==> src/rtl/hfu_pkg.sv <==
package hfu_pkg;
  localparam int REG_AW = 5;
  localparam int NUM_SRC = 2;

  typedef enum logic [1:0] {
    SEL_RF    = 2'b00,
    SEL_WB    = 2'b01,
    SEL_EXMEM = 2'b10
  } fwd_sel_e;

  function automatic logic reg_hit(input logic [REG_AW-1:0] src,
                                   input logic [REG_AW-1:0] dst,
                                   input logic              wen);
    return wen && (dst != '0) && (dst == src);
  endfunction
endpackage

==> src/rtl/hfu_rst_sync.sv <==
module hfu_rst_sync #(
  parameter int STAGES = 2
) (
  input  logic clk,
  input  logic rst_n,
  output logic rst_n_sync
);
  logic [STAGES-1:0] sync_q;
  logic [STAGES-1:0] sync_d;

  always_comb sync_d = {sync_q[STAGES-2:0], 1'b1};

  always_ff @(posedge clk or negedge rst_n) begin
    if (!rst_n) sync_q <= '0;
    else        sync_q <= sync_d;
  end

  assign rst_n_sync = sync_q[STAGES-1];
endmodule

==> src/rtl/hfu_alu_fwd.sv <==
module hfu_alu_fwd
  import hfu_pkg::*;
#(
  parameter int AW = REG_AW
) (
  input  logic          clk,
  input  logic          rst_n,
  input  logic [AW-1:0] src,
  input  logic [AW-1:0] mem_rd,
  input  logic          mem_we,
  input  logic          mem_load,
  input  logic [AW-1:0] wb_rd,
  input  logic          wb_we,
  output fwd_sel_e      sel
);
  logic mem_hit;
  logic wb_hit;

  always_comb begin
    mem_hit = reg_hit(src, mem_rd, mem_we) && !mem_load;
    wb_hit  = reg_hit(src, wb_rd, wb_we);
    if (mem_hit)     sel = SEL_EXMEM;
    else if (wb_hit) sel = SEL_WB;
    else             sel = SEL_RF;
  end

  // a nonload memory-stage writer outranks write-back
  p_exmem_wins_r1: assert property (@(posedge clk) disable iff (!rst_n)
    (mem_we && !mem_load && mem_rd == src && src != '0) |-> (sel == SEL_EXMEM));

  // register zero is never a forwarding target
  p_zero_never_fwd_r3: assert property (@(posedge clk) disable iff (!rst_n)
    (src == '0) |-> (sel == SEL_RF));
endmodule

==> src/rtl/hfu_br_fwd.sv <==
module hfu_br_fwd
  import hfu_pkg::*;
#(
  parameter int AW = REG_AW
) (
  input  logic          clk,
  input  logic          rst_n,
  input  logic          is_branch,
  input  logic [AW-1:0] src,
  input  logic [AW-1:0] mem_rd,
  input  logic          mem_we,
  input  logic          mem_load,
  output logic          take_mem
);
  always_comb
    take_mem = is_branch && !mem_load && reg_hit(src, mem_rd, mem_we);

  // only a branch uses the comparator forwarding path
  p_branch_only_r6: assert property (@(posedge clk) disable iff (!rst_n)
    !is_branch |-> !take_mem);
endmodule

==> src/rtl/hfu_stall_ctl.sv <==
module hfu_stall_ctl
  import hfu_pkg::*;
#(
  parameter int AW = REG_AW,
  parameter int NS = NUM_SRC
) (
  input  logic                   clk,
  input  logic                   rst_n,
  input  logic [NS-1:0][AW-1:0]  id_src,
  input  logic [NS-1:0]          id_used,
  input  logic                   id_branch,
  input  logic                   id_jump,
  input  logic [AW-1:0]          ex_rd,
  input  logic                   ex_we,
  input  logic                   ex_load,
  input  logic [AW-1:0]          mem_rd,
  input  logic                   mem_we,
  input  logic                   mem_load,
  output logic                   stall
);
  logic load_use;
  logic br_wait;

  always_comb begin
    load_use = 1'b0;
    br_wait  = 1'b0;
    for (int i = 0; i < NS; i++) begin
      if (id_used[i] && ex_load && reg_hit(id_src[i], ex_rd, ex_we))
        load_use = 1'b1;
      if (id_branch && (reg_hit(id_src[i], ex_rd, ex_we) ||
                        (mem_load && reg_hit(id_src[i], mem_rd, mem_we))))
        br_wait = 1'b1;
    end
    stall = (load_use || br_wait) && !id_jump;
  end

  // a jump never stalls
  p_jump_no_stall_r8: assert property (@(posedge clk) disable iff (!rst_n)
    id_jump |-> !stall);

  // a load in memory still blocks a branch that reads its result
  p_branch_load_mem_r7: assert property (@(posedge clk) disable iff (!rst_n)
    (id_branch && !id_jump && mem_we && mem_load && mem_rd != '0 &&
     mem_rd == id_src[0]) |-> stall);
endmodule

==> src/rtl/hazard_fwd_unit.sv <==
module hazard_fwd_unit
  import hfu_pkg::*;
(
  input  logic       clk,
  input  logic       rst_n,
  input  logic [4:0] id_rs,
  input  logic [4:0] id_rt,
  input  logic       id_rs_used,
  input  logic       id_rt_used,
  input  logic       id_is_branch,
  input  logic       id_is_jump,
  input  logic [4:0] ex_rs,
  input  logic [4:0] ex_rt,
  input  logic [4:0] ex_rd,
  input  logic       ex_reg_write,
  input  logic       ex_mem_read,
  input  logic [4:0] mem_rd,
  input  logic       mem_reg_write,
  input  logic       mem_mem_read,
  input  logic [4:0] wb_rd,
  input  logic       wb_reg_write,
  output logic [1:0] fwd_a_sel,
  output logic [1:0] fwd_b_sel,
  output logic       br_a_fwd,
  output logic       br_b_fwd,
  output logic       pc_hold,
  output logic       ifid_hold,
  output logic       idex_bubble
);
  logic rst_n_s;
  logic [NUM_SRC-1:0][REG_AW-1:0] id_src;
  logic [NUM_SRC-1:0][REG_AW-1:0] ex_src;
  logic [NUM_SRC-1:0]             id_used;
  fwd_sel_e [NUM_SRC-1:0]         alu_sel;
  logic [NUM_SRC-1:0]             br_sel;
  logic                           stall;

  assign id_src  = {id_rt, id_rs};
  assign ex_src  = {ex_rt, ex_rs};
  assign id_used = {id_rt_used, id_rs_used};

  hfu_rst_sync #(.STAGES(2)) u_rst (
    .clk(clk), .rst_n(rst_n), .rst_n_sync(rst_n_s)
  );

  for (genvar g = 0; g < NUM_SRC; g++) begin : g_src
    hfu_alu_fwd #(.AW(REG_AW)) u_alu (
      .clk(clk), .rst_n(rst_n_s), .src(ex_src[g]),
      .mem_rd(mem_rd), .mem_we(mem_reg_write), .mem_load(mem_mem_read),
      .wb_rd(wb_rd), .wb_we(wb_reg_write), .sel(alu_sel[g])
    );
    hfu_br_fwd #(.AW(REG_AW)) u_br (
      .clk(clk), .rst_n(rst_n_s), .is_branch(id_is_branch), .src(id_src[g]),
      .mem_rd(mem_rd), .mem_we(mem_reg_write), .mem_load(mem_mem_read),
      .take_mem(br_sel[g])
    );
  end

  hfu_stall_ctl #(.AW(REG_AW), .NS(NUM_SRC)) u_stall (
    .clk(clk), .rst_n(rst_n_s), .id_src(id_src), .id_used(id_used),
    .id_branch(id_is_branch), .id_jump(id_is_jump),
    .ex_rd(ex_rd), .ex_we(ex_reg_write), .ex_load(ex_mem_read),
    .mem_rd(mem_rd), .mem_we(mem_reg_write), .mem_load(mem_mem_read),
    .stall(stall)
  );

  assign fwd_a_sel   = alu_sel[0];
  assign fwd_b_sel   = alu_sel[1];
  assign br_a_fwd    = br_sel[0];
  assign br_b_fwd    = br_sel[1];
  assign pc_hold     = stall;
  assign ifid_hold   = stall;
  assign idex_bubble = stall;

  // a load feeding a used source freezes the front end
  p_load_use_r5: assert property (@(posedge clk) disable iff (!rst_n_s)
    (!id_is_jump && ex_mem_read && ex_reg_write && ex_rd != 5'd0 &&
     id_rs_used && id_rs == ex_rd) |-> (pc_hold && idex_bubble));

  // write-back alone supplies operand A
  p_wb_only_r2: assert property (@(posedge clk) disable iff (!rst_n_s)
    (wb_reg_write && wb_rd != 5'd0 && wb_rd == ex_rs && !mem_reg_write)
      |-> (fwd_a_sel == 2'b01));

  // write-back never stalls a branch
  p_wb_no_branch_r9: assert property (@(posedge clk) disable iff (!rst_n_s)
    (!ex_reg_write && !mem_reg_write) |-> !pc_hold);
endmodule

==> config.mk <==
export PLATFORM = sky130hd
export DESIGN_NAME = hazard_fwd_unit
export DESIGN_NICKNAME = d
export VERILOG_FILES = /design/src/rtl/hfu_pkg.sv /design/src/rtl/hfu_rst_sync.sv /design/src/rtl/hfu_alu_fwd.sv /design/src/rtl/hfu_br_fwd.sv /design/src/rtl/hfu_stall_ctl.sv /design/src/rtl/hazard_fwd_unit.sv
export SDC_FILE = /design/constraint.sdc
export NUM_CORES = 1
export LEC_CHECK = 0
export ABC_AREA = 1
export BUFFER_PORTS_ARGS = -buffer_cell sky130_fd_sc_hd__buf_2
export CAP_MARGIN = 20
export CORE_MARGIN = 10
export CORE_UTILIZATION = 39
export DETAILED_ROUTE_END_ITERATION = 8
export PLACE_DENSITY = 0.81
export SLEW_MARGIN = 15
export SYNTH_ARGS = -nofsm -noshare
export SYNTH_HDL_FRONTEND = slang
export SYNTH_SLANG_ARGS = --single-unit
==> constraint.sdc <==
create_clock -name vclk -period 1.44
set_input_delay 0.288 -clock vclk [all_inputs]
set_output_delay 0.288 -clock vclk [all_outputs]
set_load 0.01 [all_outputs]
==> qor.yml, run 1 <==
timing:
  fin_hold_ws_ns: 0.901
  setup_ws_ns: -0.248
  hold_viol_final: 0
  setup_violations: 8
  period_needed_ns: 1.69
  finalSetupTns_ns: -0.971
  slew_headroom_pct: 81.7
  tightest_slew_ns: 0.274
  maxSlewViolCount: 0
  clock.fmax_mhz: 593
  fin_crit_sh_pct: 117
  rsz0062_at_grt: "yes"
synth:
  yosysTopAreaCellShare_pct: 17.4
  ys_types: 19
  syn_area_um2: 756
  syn_avg_cell_area_um2: 5.77
  synthCells: 131
  synth_nets: 177
  synthTopCellsByArea: "xnor2_1, xor2_1, nand2_1, inv_1, nor2_1"
  ys_seq_area_share_pct: 0
  yosysWarnings: 0
  yosysTopAreaCell: "xnor2_1"
final_layout:
  drive_gt1_share_pct: 54.6
  seq_cell_count: 0
  nFillCells: 134
  final_cell_mix: "buf_2, nand2_1, xor2_1"
  diodes: 0
  synthToLayoutAreaGrowth_pct: 86.3
  multiInputGateArea_um2: 843
  instances_no_fill: 210
  clkbuf_count: 0
  seqCellArea_um2: 0
  layout_commonest_cell: "buf_2"
  nets: 233
drt:
  vias: 1063
  drc_errors: 0
  wl_um: 3170
  wl_per_cell_um: 15.1
  dr.pass1.iters: 4
  drt_iter0_drc: 43
  viasPerCell: 5.06
  ant_nets: 0
pwr:
  seqPwrFrac_pct: 0
  p_sw_share_pct: 48.8
  peakVddDrop_uv: 194
  finalPower_mw: 0.401
  p_leak_nw: 0.722
  combPwrFrac_pct: 100.0
  powerDensity_mw_per_mm2: 285
  intPower_mw: 0.206
  switchingPower_mw: 0.196
  pwr-share-clk_pct: 0
grt:
  antenna_found_initial: 0
  grt_max_degree: 6
  grt-ovfl-total: 0
  grt_pass1_vias: 1037
  grt_pass1_wl_um: 4550
  track_usage_pct: 12.6
status:
  violations: "negative setup slack"
  run_status: "complete, but fails checks"
setup_path:
  crit_path_start_kind: "input port"
  cp.required_ns: 1.15
  cp.arrival_ns: 1.40
  crit_type: "input port to output pin"
  critPathMaxFanout: 4
  cp-end-kind: "output pin"
die:
  initial_core_util_pct: 42.4
  die_y_um: 64.0
  rows: 15
  die_area_mm2: 0.00410
  ios: 55
  core-area_mm2: 0.00178
  die_x_um: 64.0
place:
  gp_congestion: 0.800
  port_buffers: 53
  hpwlAfterDp_um: 2330
  dp_cells: 206
min_path:
  hold_class: "input port to output pin"
flow_run:
  maxCapViolations: 0
per-layer routing:
layer	wire length, um	global-route usage (%)
met1	1110	14.1
met2	1770	23.4
met3	232	2.61
met4	61	2.73
met5	0	0
repair_timing:
item                       CTS  global route
hold buffers                 0             0
pin swaps                   20            23
buffers inserted             2             3
cloned                       0             0
gates resized for setup     42            35
setup endpoints to repair    9             9
critical path: stages:
cell and delay [ns]:
buf_12 0.12, xnor2_4 0.16, nand2_2 0.09, nor2_4 0.11
nand4_1 0.13, nand2_1 0.12, nand2_1 0.06, nand3_1 0.06
nand2_1 0.06, inv_2 0.08, buf_6 0.11
layout make-up:
cell class,count,area share (%)
inverters,18,5.33
multi-input cells,107,59.9
well taps,25,2.22
repair buffers,60,32.5
stage by stage:
stage	area (um^2)	util, %	worst slack [ns]
floorplan	783	-	-0.00521
global placement	1030	58.0	-0.150
detailed placement	1030	58.0	-0.204
CTS	1240	69.4	-0.150
global route	1410	78.9	-0.328
finish	1410	78.9	-0.248
synthesized netlist by cell type:
cell and n:
buf_6 2, nor2_2 2, inv_2 2, nand2_1 32, inv_1 16, o2111ai_1 2, nor2_1 14, xnor2_1 15
nand2_4 1, nand3b_1 1, o21ai_0 3, or2_2 2, nand3_1 10, xor2_1 15, nor4_2 2, nand4_1 3
nor3_1 4, buf_4 4, nand3_2 1
power groups by stage:
stage	sequential, mW	clock (mW)	combinational [mW]
after global routing	0	0	0.433
after detailed placement	0	0	0.268
final	0	0	0.401
after floorplan	0	0	0.152
after CTS	0	0	0.334
after global placement	0	0	0.256
logic make-up (layout without fill, tap and decap cells):
family                    after synthesis  count (layout)  share of synthesized area, %
AOI/OAI and AO/OA                       5               5                          4.30
buffers and inverters                  24              78                          15.9
and+or+nand+nor                        72              72                          45.0
xor gates and xnor gates               30              30                          34.8
worst paths after layout:
kind | from | end | slack, ns | depth (start not counted)
setup / recovery | mem_rd[0] | idex_bubble | -0.25 | 11
hold / removal | id_is_jump | pc_hold | 0.90 | 5
(Power assumes the default switching activity.)
==> run 2, diff against run 1 <==
clock period = 1.4 ns   (was 1.44 ns; I/O delays follow)
==> qor.yml, run 2 (same netlist as run 1, synthesis figures left out) <==
pwr:
  finalPower_mw: 0.418
  p_leak_nw: 0.740
  peakVddDrop_uv: 189
  powerDensity_mw_per_mm2: 292
final_layout:
  clkbuf_count: 0
  multiInputGateArea_um2: 858
  synthToLayoutAreaGrowth_pct: 89.1
  diodes: 0
  layout_commonest_cell: "buf_2"
  seq_cell_count: 0
  fin_util_pct: 80.1
  seqCellArea_um2: 0
  nets: 233
  drive_gt1_share_pct: 55.7
  final_cell_mix: "buf_2, nand2_1, xor2_1"
  nFillCells: 131
timing:
  hold_viol_final: 0
  slew_headroom_pct: 85.2
  period_needed_ns: 1.58
  tightest_slew_ns: 0.220
  setup_violations: 9
  setup_ws_ns: -0.178
  fin_crit_sh_pct: 113
  clock.fmax_mhz: 634
  maxSlewViolCount: 0
  rsz0062_at_grt: "yes"
min_path:
  hold_class: "input port to output pin"
  whs_path_depth: 3
  worstHoldEndpoint: "br_b_fwd"
  hold_path.startpoint: "mem_mem_read"
setup_path:
  cp.arrival_ns: 1.30
  crit_type: "input port to output pin"
  crit_path_start_kind: "input port"
  cp-end-kind: "output pin"
  cp.required_ns: 1.12
  critPathMaxFanout: 3
  worstSetupStartpoint: "mem_rd[1]"
drt:
  wl_um: 3210
  drt_iter0_drc: 29
  ant_nets: 0
  dr.pass1.iters: 4
  wl_per_cell_um: 15.3
  viasPerCell: 4.89
  drc_errors: 0
  vias: 1026
grt:
  track_usage_pct: 13.9
  grt-ovfl-total: 0
  grt_pass1_wl_um: 4900
  grt_pass1_vias: 1124
  antenna_found_initial: 0
  grt_max_degree: 6
die:
  die_area_mm2: 0.00410
  die_y_um: 64.0
  ios: 55
  initial_core_util_pct: 42.4
  core-area_mm2: 0.00178
  die_x_um: 64.0
  rows: 15
status:
  violations: "negative setup slack"
  run_status: "complete, but fails checks"
place:
  gp_congestion: 0.799
  port_buffers: 53
  hpwlAfterDp_um: 2360
clocking:
  holdBufCountCts: 0
flow_run:
  maxCapViolations: 0
==> run 2: how the worst max path moves through the flow <==
stage                     cells past startpoint          end  slack (ns)
after floorplan                              10    ifid_hold       -0.03
after global placement                       11  idex_bubble       -0.17
after detailed placement                     11    ifid_hold       -0.22
after CTS                                    11    ifid_hold       -0.16
after global routing                         12    ifid_hold       -0.30
final                                        11    ifid_hold       -0.18
==> run 2: area by class of cell <==
class                           instances  area share (%)
Inverter                               18            5.25
Multi-Input combinational cell        107            60.1
Tap cell                               25            2.19
Timing Repair Buffer                   60            32.5
==> run 2: what timing repair did <==
item	in CTS	in global routing
gates cloned	0	0
setup endpoints to repair	9	9
resized for setup	58	25
pin swaps	25	18
setup buffers	2	3
==> run 2: per-layer routing <==
layer	routed length, um	global-route usage (%)	vias up
li1	-	-	516
met1	1070	13.2	459
met2	1820	29.0	41
met3	213	2.79	10
met4	108	3.28	0
met5	0	0	-
==> run 2: critical path, cell delays in order <==
cell and delay, ns:
buf_8 0.11, xnor2_2 0.15, nand2_1 0.08, nor2_2 0.14, nand4_1 0.10, nand2_1 0.08, nand2_1 0.05, nand3_1 0.07
nand2_1 0.06, inv_2 0.08, buf_6 0.11
==> run 2: power by group <==
group,internal (mW),switching [mW],total [mW]
sequential,0,0,0
clock,0,0,0
combinational,0.214,0.203,0.418
total,0.214,0.203,0.418
==> run 2: through the flow <==
step | instance area (um^2) | hold WS [ns] | setup TNS (ns) | setup slack (ns) | std cells
4_1_cts | 1310 | 0.866 | -0.658 | -0.160 | 208
3_3_place_gp | 1030 | 0.865 | -0.979 | -0.173 | 206
2_1_floorplan | 783 | 0.614 | -0.0584 | -0.0292 | 131
3_5_place_dp | 1030 | 0.866 | -1.28 | -0.219 | 206
6_report | 1430 | 0.876 | -0.851 | -0.178 | 210
5_1_grt | 1430 | 0.899 | -1.72 | -0.302 | 210
